===== src/rtl/util_irq_pkg.sv =====
// Package: shared widths, source positions and fixed levels for the
// utility interrupt block. Assumes one source per enable bit, bit 0 unused.
package util_irq_pkg;
    localparam int NUM_SRC = 8;
    localparam int LVL_W   = 3;

    typedef logic [LVL_W-1:0] lvl_t;

    localparam int SRC_RSVD    = 0;
    localparam int SRC_ATTN_LO = 1;
    localparam int SRC_LM0     = 2;
    localparam int SRC_IACK    = 3;
    localparam int SRC_LM1     = 4;
    localparam int SRC_ATTN_HI = 5;
    localparam int SRC_SYSFAIL = 6;
    localparam int SRC_WPERR   = 7;

    localparam lvl_t LVL_ATTN_LO = 3'd1;
    localparam lvl_t LVL_ATTN_HI = 3'd5;
    localparam lvl_t LVL_WPERR   = 3'd7;

    localparam logic [NUM_SRC-1:0] RSVD_MASK = NUM_SRC'(1) << SRC_RSVD;
endpackage


===== src/rtl/util_irq_enable_reg.sv =====
// Enable register: holds one enable bit per source, loaded whole on a
// write strobe. Assumes reserved bits are forced to zero on every write.
module util_irq_enable_reg
    import util_irq_pkg::*;
#(
    parameter int W = NUM_SRC,
    parameter logic [W-1:0] ZERO_MASK = RSVD_MASK
) (
    input  logic         clk,
    input  logic         rst_n,
    input  logic         wr,
    input  logic [W-1:0] wr_data,
    output logic [W-1:0] en_q
);
    // Load the register on a write, clear it on reset.
    always_ff @(posedge clk) begin
        if (!rst_n)
            en_q <= '0;
        else if (wr)
            en_q <= wr_data & ~ZERO_MASK;
    end
endmodule


===== src/rtl/util_irq_pending.sv =====
// Pending flags: one sticky flag per source, set on a rising edge of its
// event and cleared by a write-1-to-clear mask. A set wins over a clear.
// Assumes event inputs are already synchronous to clk.
module util_irq_pending
    import util_irq_pkg::*;
#(
    parameter int W = NUM_SRC,
    parameter logic [W-1:0] ZERO_MASK = RSVD_MASK
) (
    input  logic         clk,
    input  logic         rst_n,
    input  logic [W-1:0] ev,
    input  logic         clr,
    input  logic [W-1:0] clr_mask,
    output logic [W-1:0] pend_q
);
    logic [W-1:0] ev_prev;

    // Keep last sampled event levels for edge detection.
    always_ff @(posedge clk) begin
        if (!rst_n)
            ev_prev <= '0;
        else
            ev_prev <= ev;
    end

    for (genvar i = 0; i < W; i++) begin : g_flag
        if (ZERO_MASK[i]) begin : g_rsvd
            assign pend_q[i] = 1'b0;
        end else begin : g_live
            logic flag_q;
            logic rise;
            assign rise = ev[i] & ~ev_prev[i];
            // Sticky flag: set on rise, cleared by mask, set has priority.
            always_ff @(posedge clk) begin
                if (!rst_n)
                    flag_q <= 1'b0;
                else if (rise)
                    flag_q <= 1'b1;
                else if (clr && clr_mask[i])
                    flag_q <= 1'b0;
            end
            assign pend_q[i] = flag_q;
        end
    end
endmodule


===== src/rtl/util_irq_level_enc.sv =====
// Level encoder: picks the highest level among active sources and
// registers it. Assumes a level of 0 means "no request".
module util_irq_level_enc
    import util_irq_pkg::*;
#(
    parameter int W = NUM_SRC
) (
    input  logic         clk,
    input  logic         rst_n,
    input  logic [W-1:0] active,
    input  lvl_t         src_lvl [W],
    output lvl_t         level_q
);
    lvl_t best;

    // Find the maximum level across active sources.
    always_comb begin
        best = '0;
        for (int i = 0; i < W; i++) begin
            if (active[i] && (src_lvl[i] > best))
                best = src_lvl[i];
        end
    end

    // Register the chosen level.
    always_ff @(posedge clk) begin
        if (!rst_n)
            level_q <= '0;
        else
            level_q <= best;
    end
endmodule


===== src/rtl/util_irq_ctrl.sv =====
// Top: utility interrupt mask and level encoder. Gathers seven sources,
// latches them as pending, masks with the enable register and the master
// enable, and presents the highest active level. Assumes all inputs are
// synchronous to clk.
module util_irq_ctrl
    import util_irq_pkg::*;
(
    input  logic                clk,
    input  logic                rst_n,
    input  logic                en_wr,
    input  logic [NUM_SRC-1:0]  en_wr_data,
    input  logic                clr_wr,
    input  logic [NUM_SRC-1:0]  clr_wr_data,
    output logic [NUM_SRC-1:0]  en_rd,
    output logic [NUM_SRC-1:0]  pend_rd,
    input  logic                ev_attn_lo,
    input  logic                ev_attn_hi,
    input  logic                ev_lm0,
    input  logic                ev_lm1,
    input  logic                ev_iack_done,
    input  logic                sysfail_n,
    input  logic                ev_wperr,
    input  logic [LVL_W-1:0]    lvl_lm0,
    input  logic [LVL_W-1:0]    lvl_lm1,
    input  logic [LVL_W-1:0]    lvl_iack,
    input  logic [LVL_W-1:0]    lvl_sysfail,
    input  logic                master_en,
    output logic [LVL_W-1:0]    irq_level
);
    logic [NUM_SRC-1:0] ev_vec;
    logic [NUM_SRC-1:0] active;
    lvl_t               src_lvl [NUM_SRC];

    // Gather event lines into source-indexed vector (system fail inverted).
    always_comb begin
        ev_vec               = '0;
        ev_vec[SRC_ATTN_LO]  = ev_attn_lo;
        ev_vec[SRC_LM0]      = ev_lm0;
        ev_vec[SRC_IACK]     = ev_iack_done;
        ev_vec[SRC_LM1]      = ev_lm1;
        ev_vec[SRC_ATTN_HI]  = ev_attn_hi;
        ev_vec[SRC_SYSFAIL]  = ~sysfail_n;
        ev_vec[SRC_WPERR]    = ev_wperr;
    end

    // Map each source to its fixed or programmed level.
    always_comb begin
        for (int i = 0; i < NUM_SRC; i++) src_lvl[i] = '0;
        src_lvl[SRC_ATTN_LO] = LVL_ATTN_LO;
        src_lvl[SRC_LM0]     = lvl_lm0;
        src_lvl[SRC_IACK]    = lvl_iack;
        src_lvl[SRC_LM1]     = lvl_lm1;
        src_lvl[SRC_ATTN_HI] = LVL_ATTN_HI;
        src_lvl[SRC_SYSFAIL] = lvl_sysfail;
        src_lvl[SRC_WPERR]   = LVL_WPERR;
    end

    util_irq_enable_reg u_en (
        .clk     (clk),
        .rst_n   (rst_n),
        .wr      (en_wr),
        .wr_data (en_wr_data),
        .en_q    (en_rd)
    );

    util_irq_pending u_pend (
        .clk      (clk),
        .rst_n    (rst_n),
        .ev       (ev_vec),
        .clr      (clr_wr),
        .clr_mask (clr_wr_data),
        .pend_q   (pend_rd)
    );

    // Qualify pending flags by enables and the master gate.
    assign active = pend_rd & en_rd & {NUM_SRC{master_en}};

    util_irq_level_enc u_enc (
        .clk     (clk),
        .rst_n   (rst_n),
        .active  (active),
        .src_lvl (src_lvl),
        .level_q (irq_level)
    );
endmodule


===== config.mk =====
export PLATFORM = sky130hd
export DESIGN_NAME = util_irq_ctrl
export DESIGN_NICKNAME = d
export VERILOG_FILES = /design/src/rtl/util_irq_pkg.sv /design/src/rtl/util_irq_enable_reg.sv /design/src/rtl/util_irq_pending.sv /design/src/rtl/util_irq_level_enc.sv /design/src/rtl/util_irq_ctrl.sv
export SDC_FILE = /design/constraint.sdc
export NUM_CORES = 1
export LEC_CHECK = 0
export ABC_AREA = 1
export BUFFER_PORTS_ARGS = -buffer_cell sky130_fd_sc_hd__buf_2
export CAP_MARGIN = 20
export CORE_MARGIN = 8
export CORE_UTILIZATION = 40
export DETAILED_ROUTE_END_ITERATION = 10
export SETUP_SLACK_MARGIN = 0.15
export SLEW_MARGIN = 20
export SYNTH_ARGS = -nofsm -noshare
export SYNTH_HDL_FRONTEND = slang
export SYNTH_HIERARCHICAL = 1
export SYNTH_SLANG_ARGS = --single-unit

===== constraint.sdc =====
create_clock -name clk -period 19.25 [get_ports clk]
set_input_delay 0.9625 -clock clk [delete_from_list [all_inputs] [get_ports clk]]
set_output_delay 0.9625 -clock clk [all_outputs]
set_load 0.01 [all_outputs]

Word level (Yosys, flattened, before mapping)
Index checks and enable logic that the tools add are counted.
- RAM bits: 0
- memories: 0
- bits in registers: 24
- output and inout port bits: 19
- bits of input ports: 40
- latch bits: 0
- bits in read-only memories: 0
- word-level logic and storage cells: 74
- equal/unequal tests: 0
- div/mod/pow operators: 0
- multiply operators: 0
- shift-type cells: 0
- bitwise logic cells: 17
- magnitude comparators: 6
- $add $sub $neg: 0
- mux-type cells: 21
- reductions and logical operators: 20
- operator list (kind ; number):
    $mux 3 ; 6
    $and 8x8->8 ; 2
    $mux 1 ; 15
    $reduce_bool 2->1 ; 7
    $logic_and 1x1->1 ; 13
    $gt 3x3->1 ; 3
    $not 1->1 ; 8
    $and 1x1->1 ; 7
    $gt 3x3->1 const A ; 2
    $gt 3x1->1 ; 1

Logic depth before layout (Yosys ltp)
Gate-level depths: netlist of the first run.
- word-level depth: 21
- mapped depth: 64
- mapped depth without buffers: 63

Cells and area by module
The synthesis of the first run kept the hierarchy.
- by module, submodules not included (module ; times used ; area each (µm²) ; cells each ; sequential area each (µm²)):
    util_irq_level_enc ; 1 ; 933.4 ; 156 ; 60.1
    util_irq_pending ; 1 ; 604.3 ; 88 ; 280.3
    util_irq_enable_reg ; 1 ; 294.0 ; 45 ; 140.1
    util_irq_ctrl ; 1 ; 75.1 ; 20 ; 0.0

Least setup slack after synthesis of the first run
Ideal clock, no wire load.
- path kind: in2reg
- from: input master_en
- to: register u_enc.level_q[2]
- data arrival time: 7.235 ns
- stages: 53
- slack: 11.899 ns
- buffers on the path: 0
- data required time: 19.134 ns
- setup time: 0.116 ns
- cell sequence: inv_2 -> nor2_1 -> nand2_1 -> inv_2 -> nand2_4 -> o21ai_0 -> ha_1 -> nor2_1 -> or2_2 -> nand3_2 -> nand3_2 -> nand2_2 -> nand2_1 -> o21a_1 -> ha_1 -> or2_2 -> o22ai_1 -> inv_1 -> [... 17 more ...] -> nand2_1 -> ha_1 -> a21oi_1 -> a21oi_1 -> maj3_1 -> nand2_1 -> inv_1 -> nand2_1 -> and2_1 -> ha_1 -> nand2_1 -> nor2_1 -> a211oi_1 -> nor2_1 -> inv_1 -> nand2_1 -> o211ai_1 -> inv_1
- longest elaborated chain between the ends: 20
- RTL lines (element ; line ; text):
    from (decl) ; util_irq_ctrl.sv:27 ; input logic master_en,
    $and 8x8->8 * ; util_irq_ctrl.sv:76 ; assign active = pend_rd & en_rd & {NUM_SRC{master_en}};
    via active[1] ; util_irq_ctrl.sv:31 ; logic [NUM_SRC-1:0] active;
    $mux 1 * ; util_irq_level_enc.sv:20 ; if (active[i] && (src_lvl[i] > best))
    $gt 3x1->1 ; util_irq_level_enc.sv:20 ;
    $logic_and 1x1->1 ; util_irq_level_enc.sv:20 ;
    $mux 3 * ; util_irq_level_enc.sv:20 ;
    $gt 3x3->1 ; util_irq_level_enc.sv:20 ;
    $logic_and 1x1->1 ; util_irq_level_enc.sv:20 ;
    [... 5 more ...] ; n/a ;
    $logic_and 1x1->1 ; util_irq_level_enc.sv:20 ;
    $mux 3 * ; util_irq_level_enc.sv:20 ;
    $gt 3x3->1 ; util_irq_level_enc.sv:20 ;
    $logic_and 1x1->1 ; util_irq_level_enc.sv:20 ;
    $mux 3 * ; util_irq_level_enc.sv:20 ;
    $gt 3x3->1 ; util_irq_level_enc.sv:20 ;
    $logic_and 1x1->1 ; util_irq_level_enc.sv:20 ;
    $mux 3 * ; util_irq_level_enc.sv:20 ;
    to (signal assigned) ; util_irq_level_enc.sv:30 ; level_q <= best;
    to (decl) ; util_irq_level_enc.sv:12 ; output lvl_t level_q
The timed path passes the listed nets; every way through them passes the cells marked *.
A chain may end at the register's enable or synchronous reset.

Worst setup path in the final report of the first run
Same ends and word-level chain as after synthesis.

==> impl_results.md, run 1 <==
- Worst-Margin Slew: ~530 ps
- DR vias/cell: 4.156
- Syn Area/Cell: 6.171 um2
- Max-slew violations: 0
- WP data required: 19,400 ps
- Post-route DRC: 0
- Status: finished, final reports clean
- Fmax achieved: roughly 130 MHz
- Final count of negative-setup-slack endpoints: 0
- FF-to-FF End: u_enc/level_q[2]
- CTS tree: yes
- Critical path's largest stage delay: 350 ps
- Worst hold path depth: 3
- Max Cap Viol: 0
- CTS Root Cell: clkbuf_8
- Largest net degree at the start of global routing: 32
- Net Switching: 0.03483 mW
- Initial antenna violation count: 0
- Top layer reached by signal wires: met4
- Setup_tns: 0 ps
- FILL cells: 502
- Starting Density: 40.91%
- Sequential area share after synthesis: between 20% and 30%
- Most common cell on crit path: nand2_1
- H-tree depth: 1
- Placement Setup Slack: 11,170 ps
- Slowest library cell on the worst path: maj3_1
- First-pass GRT wire length: 7162 um
- Die Wd: 85.05 um
- Largest family of logic cells by synthesized area: simple AND/OR/NAND/NOR gates
- IO Count: between 50 and 60
- Comb power frac: 28.3%
- Hold buffer count at cts: 0
- Hold Slack: 478.2 ps
- Cts repair resizes: 0
- Post-Syn Area: 1907 um2
- Wirelength per Cell: around 9 um
- CTS Buf Count: 3
- Yosys warnings: 6
- R2r startpoint: u_en/en_q[1]
- Met3 routed WL: 199 um
- Startpoint types: input pin
- Worst-Skew Late Latency: 260 ps
- Buffers on Ports: 54
- DRT antenna net count: 0
- Pwr dens: 51.07 nW/um2
- Post-CTS Setup Bufs: 0
- Synthesis-to-finish area growth: 19.09%
- WP data arrival: approximately 7900 ps
- Final nets: 429
- Crit path kind: in -> reg
- Switching Fraction: 30.03%
- R2R cell count: 53
- GPL Wtd Cong: about 0.78
- Met2 WL: 1681 um
- RSZ-0062 raised after global routing: false
- Vias: 1,783
- Distinct cell type count after synthesis: 27
- XOR/XNOR Fraction of Synth Area: 0%
- M1 WL: 2075 um
- Vias in the first global route: approximately 1,700
- Post-synthesis mux area share: 0%
- Max transition margin: 64.38%
- Sequential power share: 47.6%
- Final hold violation count: 0
- Final Util: 48.72%
- Drt total wl: 3980 um
- Final period util: 40.35%
- Clock Skew: 3.443 ps
- CTS max path bufs: 2
- Post-synthesis compound-gate area fraction: about 7.7%
- Final WS setup: 11,480 ps
- Simple-gate share of the synthesized area: 39.63%
- Flops & latches, synth: 24
- CORE AREA: between 4000 and 5000 um2
- Initial DRC Count: 65
- Flop2flop setup slack: 11,940 ps
- Hold Crit Class: reg -> reg
- Worst setup EP type: flip-flop
- Lkg Pwr: 1.480 nW
- Maximum VDD drop: about 0.000041 V
- Crit path max fanout: 8
- Hold Startpoint: u_pend/ev_prev[5]
- Clock power share: 24.1%
- Post-layout minimum cycle time: 7768 ps
- Std cell rows: 25
- CTS sink cnt: 24
- Hpwl dp: roughly 3400 um
- Total grt overflow: 0
- Die area: 7233 um2
- CTS clk-pin slew, worst paths: 80 ps
- Antenna cells: 0
- Post-Synth Adder-Cell Area: 8.399%
- Internal power: 0.08115 mW
- GRT Total Usage: 11.61%
- Proportion of layout cells with a drive suffix above 1: 23.47%
- Gate Count Post-Synth: 309
- Die H: around 85 um
- Hold EP: u_pend/g_flag[5].g_live.flag_q
- DR pass1 iterations: 4
-- critical path: cells and delay by family --
| kind | cells | cell delay (ps) |
|---|---|---|
| compound gates | 11 | 1740 |
| simple gates | 27 | 2630 |
| fa+ha+maj | 7 | 1880 |
| buf+inv | 9 | 680 |
-- worst max-delay path by stage --
stage / from / to / slack [ps]
final: master_en / u_enc/level_q[2] / 11480
after global routing: master_en / u_enc/level_q[2] / 10770
after CTS: master_en / u_enc/level_q[2] / 11430
after detailed placement: master_en / u_enc/level_q[2] / 11170
after global placement: master_en / u_enc/level_q[2] / 11230
after floorplan: master_en / u_enc/level_q[2] / 11900
-- layout by cell type (no fill, tap or decap), types with 7 or more instances in the layout --
cell type and instances:
ha_1 12, nand2_2 12, nand3_1 23, nor2_1 27
nand2_1 90, dfxtp_1 24, buf_2 54, nand3_2 7
conb_1 25, inv_1 65
-- cells in the mapped netlist --
master,instances,area share [%]
nand2_1,90,18
maj3_1,1,0.52
o21a_1,4,1.6
conb_1,4,0.79
buf_4,11,4.3
and2_1,1,0.33
o21ai_0,5,1.3
nor3_1,1,0.26
nand3_1,23,6.0
buf_6,1,0.59
o22ai_1,2,0.66
nor2_1,27,5.3
nand2_2,12,3.9
a211oi_1,1,0.39
a21boi_4,1,0.98
and2_2,2,0.79
inv_1,65,13
a21oi_2,2,0.92
o211ai_1,1,0.39
nand2_4,1,0.59
a21oi_1,4,1.0
or2_2,3,0.98
inv_2,3,0.59
nand3_2,7,3.7
dfxtp_1,24,25
ha_1,12,7.9
a21boi_1,1,0.39
-- metal layers --
layer	track usage, %	vias to the layer above
li1	-	1023
met1	14.75	724
met2	18.75	34
met3	2.896	2
met4	3.398	0
met5	0	-
-- kinds of logic after synthesis --
family                   count (synthesis)
AND/OR/NAND/NOR                        167
buffers and inverters                   80
flip-flops                              24
AO/OA/AOI/OAI                           21
adder cells (fa/ha/maj)                 13
other                                    4
-- stage by stage --
stage | std cells | total power, mW | instance area [um2]
2_1_floorplan | 330 | 0.08055 | 1986
3_3_place_gp | 426 | 0.08856 | 2230
3_5_place_dp | 426 | 0.08916 | 2230
4_1_cts | 429 | 0.1177 | 2271
5_1_grt | 429 | 0.1258 | 2271
6_report | 429 | 0.1160 | 2271
-- state kept, by name, indices dropped and copies added (netlist names) --
| signal | cells |
|---|---|
| u_pend/g_flag.g_live.flag_q | 7 |
| u_en/en_q | 7 |
| u_enc/level_q | 3 |
| u_pend/ev_prev | 7 |
-- power by group through the flow --
stage | Sequential (mW) | Clock [mW] | Combinational, mW
4_1_cts | 0.0552 | 0.0297 | 0.0329
2_1_floorplan | 0.0564 | 0 | 0.0241
3_5_place_dp | 0.0564 | 0 | 0.0328
3_3_place_gp | 0.0562 | 0 | 0.0323
6_report | 0.0552 | 0.0280 | 0.0329
5_1_grt | 0.0557 | 0.0317 | 0.0384
-- area by class of cell --
class                      instances  area (um2)  area share (%)
multi-input combinational        226        1156           50.91
sequential                        24       480.5           21.16
timing repair buffer              54       270.3           11.90
inverter                          68       255.2           11.24
tap                               54       67.56           2.975
clock buffer                       3       41.29           1.818
(Power assumes the default switching activity.)
==> run 2, diff against run 1 <==
Settings changed: PLACE_DENSITY set to 0.67.
Clock period 19.25 ns to 7 ns, I/O delays scaled along.
==> impl_results.md, run 2 (synthesized netlist as in run 1, its figures left out) <==
- Die area: 7233 um2 (unchanged)
- Top flop regs: u_en/en_q: 7 flops, u_pend/ev_prev: 7 flops, u_pend/g_flag.g_live.flag_q: 7 flops
- CTS clk-pin slew, worst paths: 80 ps (about the same)
- Fmax achieved: 151.7 MHz
- Worst setup EP type: flip-flop
- Crit path max fanout: 4 (-4)
- Cell area after layout: 2564 um2 (+13%)
- Most common cell on crit path: nand2_2
- Maximum VDD drop: 0.0001208 V (+200%)
- Net Switching: 0.1052 mW (+200%)
- Placed cell area: 2327 um2 (+4.4%)
- WP data arrival: 6790 ps (-1130 ps)
- Die H: 85.05 um (unchanged)
- Max transition margin: 65.73% (+1.4 points)
- CORE AREA: 4661 um2 (unchanged)
- Post-route DRC: 0 (unchanged)
- Sequential power share: 44.4% (-3.2 points)
- CTS Root Cell: clkbuf_8
- Critical path's largest stage delay: 330 ps (-20 ps)
- Final nets: 447 (+4.2%)
- Slowest library cell on the worst path: dfxtp_2
- Most frequent cells in the layout: nand2_1, inv_1, buf_2
- GPL Wtd Cong: 0.7925 (+1.4%)
- CTS sink cnt: 24 (unchanged)
- Top layer reached by signal wires: met4
- Proportion of layout cells with a drive suffix above 1: 34.86% (+11 points)
- Met2 WL: 2056 um (+22%)
- Max Cap Viol: 0 (unchanged)
- CTS Buf Count: 3 (unchanged)
- Lkg Pwr: 1.581 nW (+6.8%)
- CTS max path bufs: 2 (unchanged)
- Drt total wl: 4338 um (+9.0%)
- RSZ-0062 raised after global routing: true
- Worst-Skew Late Latency: 260 ps (about the same)
- DR pass1 iterations: 4 (unchanged)
- Comb power frac: 33.1% (+4.8 points)
- Antenna cells: 0 (unchanged)
- Starting Density: 40.91% (unchanged)
- Post-layout minimum cycle time: approximately 6600 ps
- Hold Slack: 282.8 ps (-195.4 ps)
- Status: finished, final reports clean
- GRT Total Usage: 11.74% (+0.13 points)
- Final hold violation count: 0 (unchanged)
- Final period util: a little over nine tenths
- Vias: 1,863 (+4.5%)
- DR vias/cell: 4.168 (+0.28%)
- Final count of negative-setup-slack endpoints: 0 (unchanged)
- Max-slew violations: 0 (unchanged)
- Vias in the first global route: 1,759 (+1.7%)
- Synthesis-to-finish area growth: 34.45%
- First-pass GRT wire length: 7286 um (+1.7%)
- Largest net degree at the start of global routing: 32 (unchanged)
- Startpoint types: flip-flop
- Clock power share: 22.5% (-1.6 points)
- Met3 routed WL: 221 um (+11%)
- Internal power: 0.2371 mW (+190%)
- Initial antenna violation count: 0 (unchanged)
- Hold Crit Class: in -> reg
- Power Total: 0.3423 mW (+200%)
- Pwr dens: 133.5 nW/um2 (+160%)
- Crit path kind: reg -> reg
- Switching Fraction: 30.73% (+0.70 points)
- Total grt overflow: 0 (unchanged)
- Worst-Margin Slew: 514.0 ps (-20.32 ps)
- Wirelength per Cell: 9.705 um (+4.6%)
- Std cell rows: 25 (unchanged)
- Hold buffer count at cts: 0 (unchanged)
- IO Count: 59 (unchanged)
- DRT antenna net count: 0 (unchanged)
- Buffers on Ports: 54 (unchanged)
- M1 WL: 2023 um (-2.5%)
- Hpwl dp: 3449 um (+1.7%)
- Initial DRC Count: 41 (-37%)
- CTS tree: yes
- Commonest non-fill, non-tap cell in the layout: nand2_1
- Clock Skew: 3.278 ps (-0.1654 ps)
- H-tree depth: 1 (unchanged)
- WP data required: 7200 ps (-12,200 ps)
- Die Wd: 85.05 um (unchanged)
run 2: power groups by stage:
| stage | clock network, mW | logic, mW | registers (mW) |
|---|---|---|---|
| finish | 0.0772 | 0.113 | 0.152 |
| global placement | 0 | 0.0928 | 0.155 |
| CTS | 0.0806 | 0.0954 | 0.152 |
| global route | 0.0865 | 0.129 | 0.153 |
| detailed placement | 0 | 0.0943 | 0.155 |
| floorplan | 0 | 0.0664 | 0.155 |
run 2: worst max-delay path, delay by kind of cell, from the launching register on:
| family | cells | cell delay, ps |
|---|---|---|
| and+or+nand+nor | 27 | 2510 |
| adders and majority gates | 7 | 1730 |
| AOI/OAI and AO/OA | 11 | 1470 |
| buffers and inverters | 7 | 430 |
| DFF | 1 | 330 |
run 2: final timing paths:
check / from / to / slack (ps) / depth (start not counted)
setup / recovery: u_en/en_q[1] / u_enc/level_q[2] / 410 / 52
hold reg to reg: u_pend/ev_prev[3] / u_pend/g_flag[3].g_live.flag_q / 470 / 3
setup reg to reg: u_en/en_q[1] / u_enc/level_q[2] / 410 / 52
hold / removal: ev_iack_done / u_pend/ev_prev[3] / 280 / 3
run 2: cell type report:
type / instances / area (um2)
Inverter: 68 / 255.2
Tap cell: 54 / 67.56
Sequential cell: 24 / 483.0
Fill cell: 480 / 2097
Multi-Input combinational cell: 226 / 1311
Clock buffer: 3 / 41.29
Timing Repair Buffer: 72 / 405.4
run 2: layer usage:
layer	global-route usage (%)	up-vias
met5	0	-
met4	3.398	0
met3	2.799	2
met2	19.89	30
met1	14.28	775
li1	-	1056
run 2: timing repair:
| action | CTS | global route |
|---|---|---|
| gates resized for setup | 5 | 38 |
| buffers inserted | 1 | 4 |
| endpoints found under the setup margin | 3 | 3 |
| pin swaps | 1 | 28 |
run 2: per-stage QoR:
stage	setup WS, ps	cells	util [%]	setup TNS, ps
2_1_floorplan	200.4	330	-	0
3_3_place_gp	-205.7	439	49.93	-584.2
3_5_place_dp	-258.4	439	49.93	-733.1
4_1_cts	159.4	443	51.14	0
5_1_grt	-39.38	447	55.01	-39.38
6_report	407.2	447	55.01	0
==> run 3, diff against run 2 <==
Settings changed: BUFFER_PORTS_ARGS -buffer_cell sky130_fd_sc_hd__buf_2 to -buffer_cell sky130_fd_sc_hd__buf_4.
==> impl_results.md, run 3 (synthesized netlist as in run 1, its figures left out) <==
- Placed cell area: 2462 um2 (+5.8%)
- Critical path's largest stage delay: 330 ps (about the same)
- Status: finished, final reports clean
- Post-layout minimum cycle time: 6577 ps (-15.50 ps)
- Setup_tns: 0 ps (unchanged)
- Starting Density: 40.91% (unchanged)
- Post-route DRC: 0 (unchanged)
- Cell area after layout: 2678 um2 (+4.4%)
- Flop2flop setup slack: 420 ps (+20 ps)
- Die area: 7233 um2 (unchanged)
- GRT Total Usage: 12.96% (+1.2 points)
- Total placed cells including tap cells: 439 (unchanged)
- Startpoint types: flip-flop
- CP top delay family: simple AND/OR/NAND/NOR gates
- Pwr dens: 132.1 nW/um2 (-1.0%)
- Max Cap Viol: 0 (unchanged)
- Total grt overflow: 0 (unchanged)
- RSZ-0062 raised after global routing: true
- Lkg Pwr: 1.614 nW (+2.1%)
- Fmax achieved: 152.0 MHz (+0.24%)
- Hold EP: u_pend/ev_prev[5]
- Layout Cells excl Fill: 444 (-0.67%)
- Final hold violation count: 0 (unchanged)
- Worst setup EP type: flip-flop
- Final nets: 444 (-0.67%)
- Antenna cells: 0 (unchanged)
- DR vias/cell: 4.286 (+2.8%)
- Max-slew violations: 0 (unchanged)
- Final count of negative-setup-slack endpoints: 0 (unchanged)
- Die H: 85.05 um (unchanged)
- WP data required: 7210 ps (about the same)
- Commonest non-fill, non-tap cell in the layout: nand2_1
- CORE AREA: 4661 um2 (unchanged)
- Final period util: 93.96% (-0.22 points)
- FF-to-FF End: u_enc/level_q[2]
- Slowest library cell on the worst path: dfxtp_2
- FILL cells: 486 (+1.3%)
- DR pass1 iterations: 4 (unchanged)
- Worst hold path depth: 3 (unchanged)
- Maximum VDD drop: 0.00009215 V (-24%)
- Hold Startpoint: ev_attn_hi
- Drt total wl: 4503 um (+3.8%)
- Bufs and invs on worst path: 6 (-1)
- R2R cell count: 51 (-1.9%)
- WP data arrival: 6790 ps (about the same)
- Initial DRC Count: 37 (-9.8%)
- Register area: 483.0 um2 (unchanged)
- Largest net degree at the start of global routing: 32 (unchanged)
- Multi-input logic area: 1313 um2 (about the same)
- Hpwl dp: 3590 um (+4.1%)
- GPL Wtd Cong: 0.7772 (-1.9%)
- Initial antenna violation count: 0 (unchanged)
- DRT antenna net count: 0 (unchanged)
- Die Wd: 85.05 um (unchanged)
- Most common cell on crit path: nand2_2
- Power Total: 0.3538 mW (+3.4%)
- Proportion of layout cells with a drive suffix above 1: 34.10% (-0.76 points)
- Buffers on Ports: 54 (unchanged)
- R2r startpoint: u_pend/g_flag[1].g_live.flag_q
- Vias: 1,903 (+2.1%)
- Crit path kind: reg -> reg
- IO Count: 59 (unchanged)
- First-pass GRT wire length: 7907 um (+8.5%)
- Wirelength per Cell: 10.14 um (+4.5%)
- Crit path max fanout: 4 (unchanged)
- H-tree depth: 1 (unchanged)
- CTS max path bufs: 2 (unchanged)
- CTS Root Cell: clkbuf_8
- Clock Skew: 1.230 ps (-2.048 ps)
- Std cell rows: 25 (unchanged)
- Synthesis-to-finish area growth: 40.42%
- Worst-Skew Late Latency: 260 ps (about the same)
- CTS Buf Count: 3 (unchanged)
- Final Util: 57.45% (+2.4 points)
- CTS sink cnt: 24 (unchanged)
- Top flop regs: u_en/en_q: 7 flops, u_pend/ev_prev: 7 flops, u_pend/g_flag.g_live.flag_q: 7 flops
- Hold Crit Class: in -> reg
- CTS tree: yes
- Vias in the first global route: 1,866 (+6.1%)
- CTS clk-pin slew, worst paths: 80 ps (about the same)
- Most frequent cells in the layout: nand2_1, buf_4, inv_1
[run 3: final cells by class]
type                            count  share of cell area, %
Multi-Input combinational cell    226                  49.02
Tap cell                           54                  2.523
Timing Repair Buffer               69                  19.35
Inverter                           68                  9.533
Clock buffer                        3                  1.542
Sequential cell                    24                  18.04
[run 3: power breakdown]
part	switching, mW	internal [mW]
clock network	0.0401	0.0384
registers	0.00574	0.146
logic	0.0611	0.0620
total	0.107	0.247
[run 3: routing by layer]
metal	global-route usage, %	vias to the layer above	share of wire (%)	wire length (um)
met5	0	-	0	0
met4	4.854	0	1.4	62
met3	3.089	5	5.9	266
met2	22.80	35	48	2146
met1	14.71	808	45	2027
li1	-	1055	-	-
[run 3: worst register-to-register path, delay by kind of cell, from the launching register on]
kind | cells | cell delay, ps
AO/OA/AOI/OAI | 11 | 1460
adder cells (fa/ha/maj) | 7 | 1850
buffers and inverters | 6 | 390
flip-flops | 1 | 330
AND/OR/NAND/NOR | 27 | 2500
[run 3: how the worst max path moves through the flow]
stage,startpoint,slack [ps],cells past startpoint,end
4_1_cts,u_pend/g_flag[1].g_live.flag_q,160,53,u_enc/level_q[2]
2_1_floorplan,u_pend/g_flag[1].g_live.flag_q,200,54,u_enc/level_q[2]
3_3_place_gp,master_en,-190,54,u_enc/level_q[2]
3_5_place_dp,master_en,-290,54,u_enc/level_q[2]
5_1_grt,u_pend/g_flag[1].g_live.flag_q,-60,51,u_enc/level_q[2]
6_report,u_pend/g_flag[1].g_live.flag_q,420,51,u_enc/level_q[2]
[run 3: through the flow]
step	worst slack, ps	hold WS [ps]
after floorplan	200.4	443.5
after global placement	-194.5	454.2
after detailed placement	-291.7	459.9
after CTS	164.5	264.9
after global routing	-60.09	276.9
final	422.7	273.5
[run 3: timing repair]
| action | 4_1_cts | 5_1_grt |
|---|---|---|
| hold buffers | 0 | 0 |
| pin swaps | 1 | 32 |
| buffers inserted | 1 | 1 |
| resized for setup | 8 | 34 |
| setup endpoints to repair | 3 | 3 |
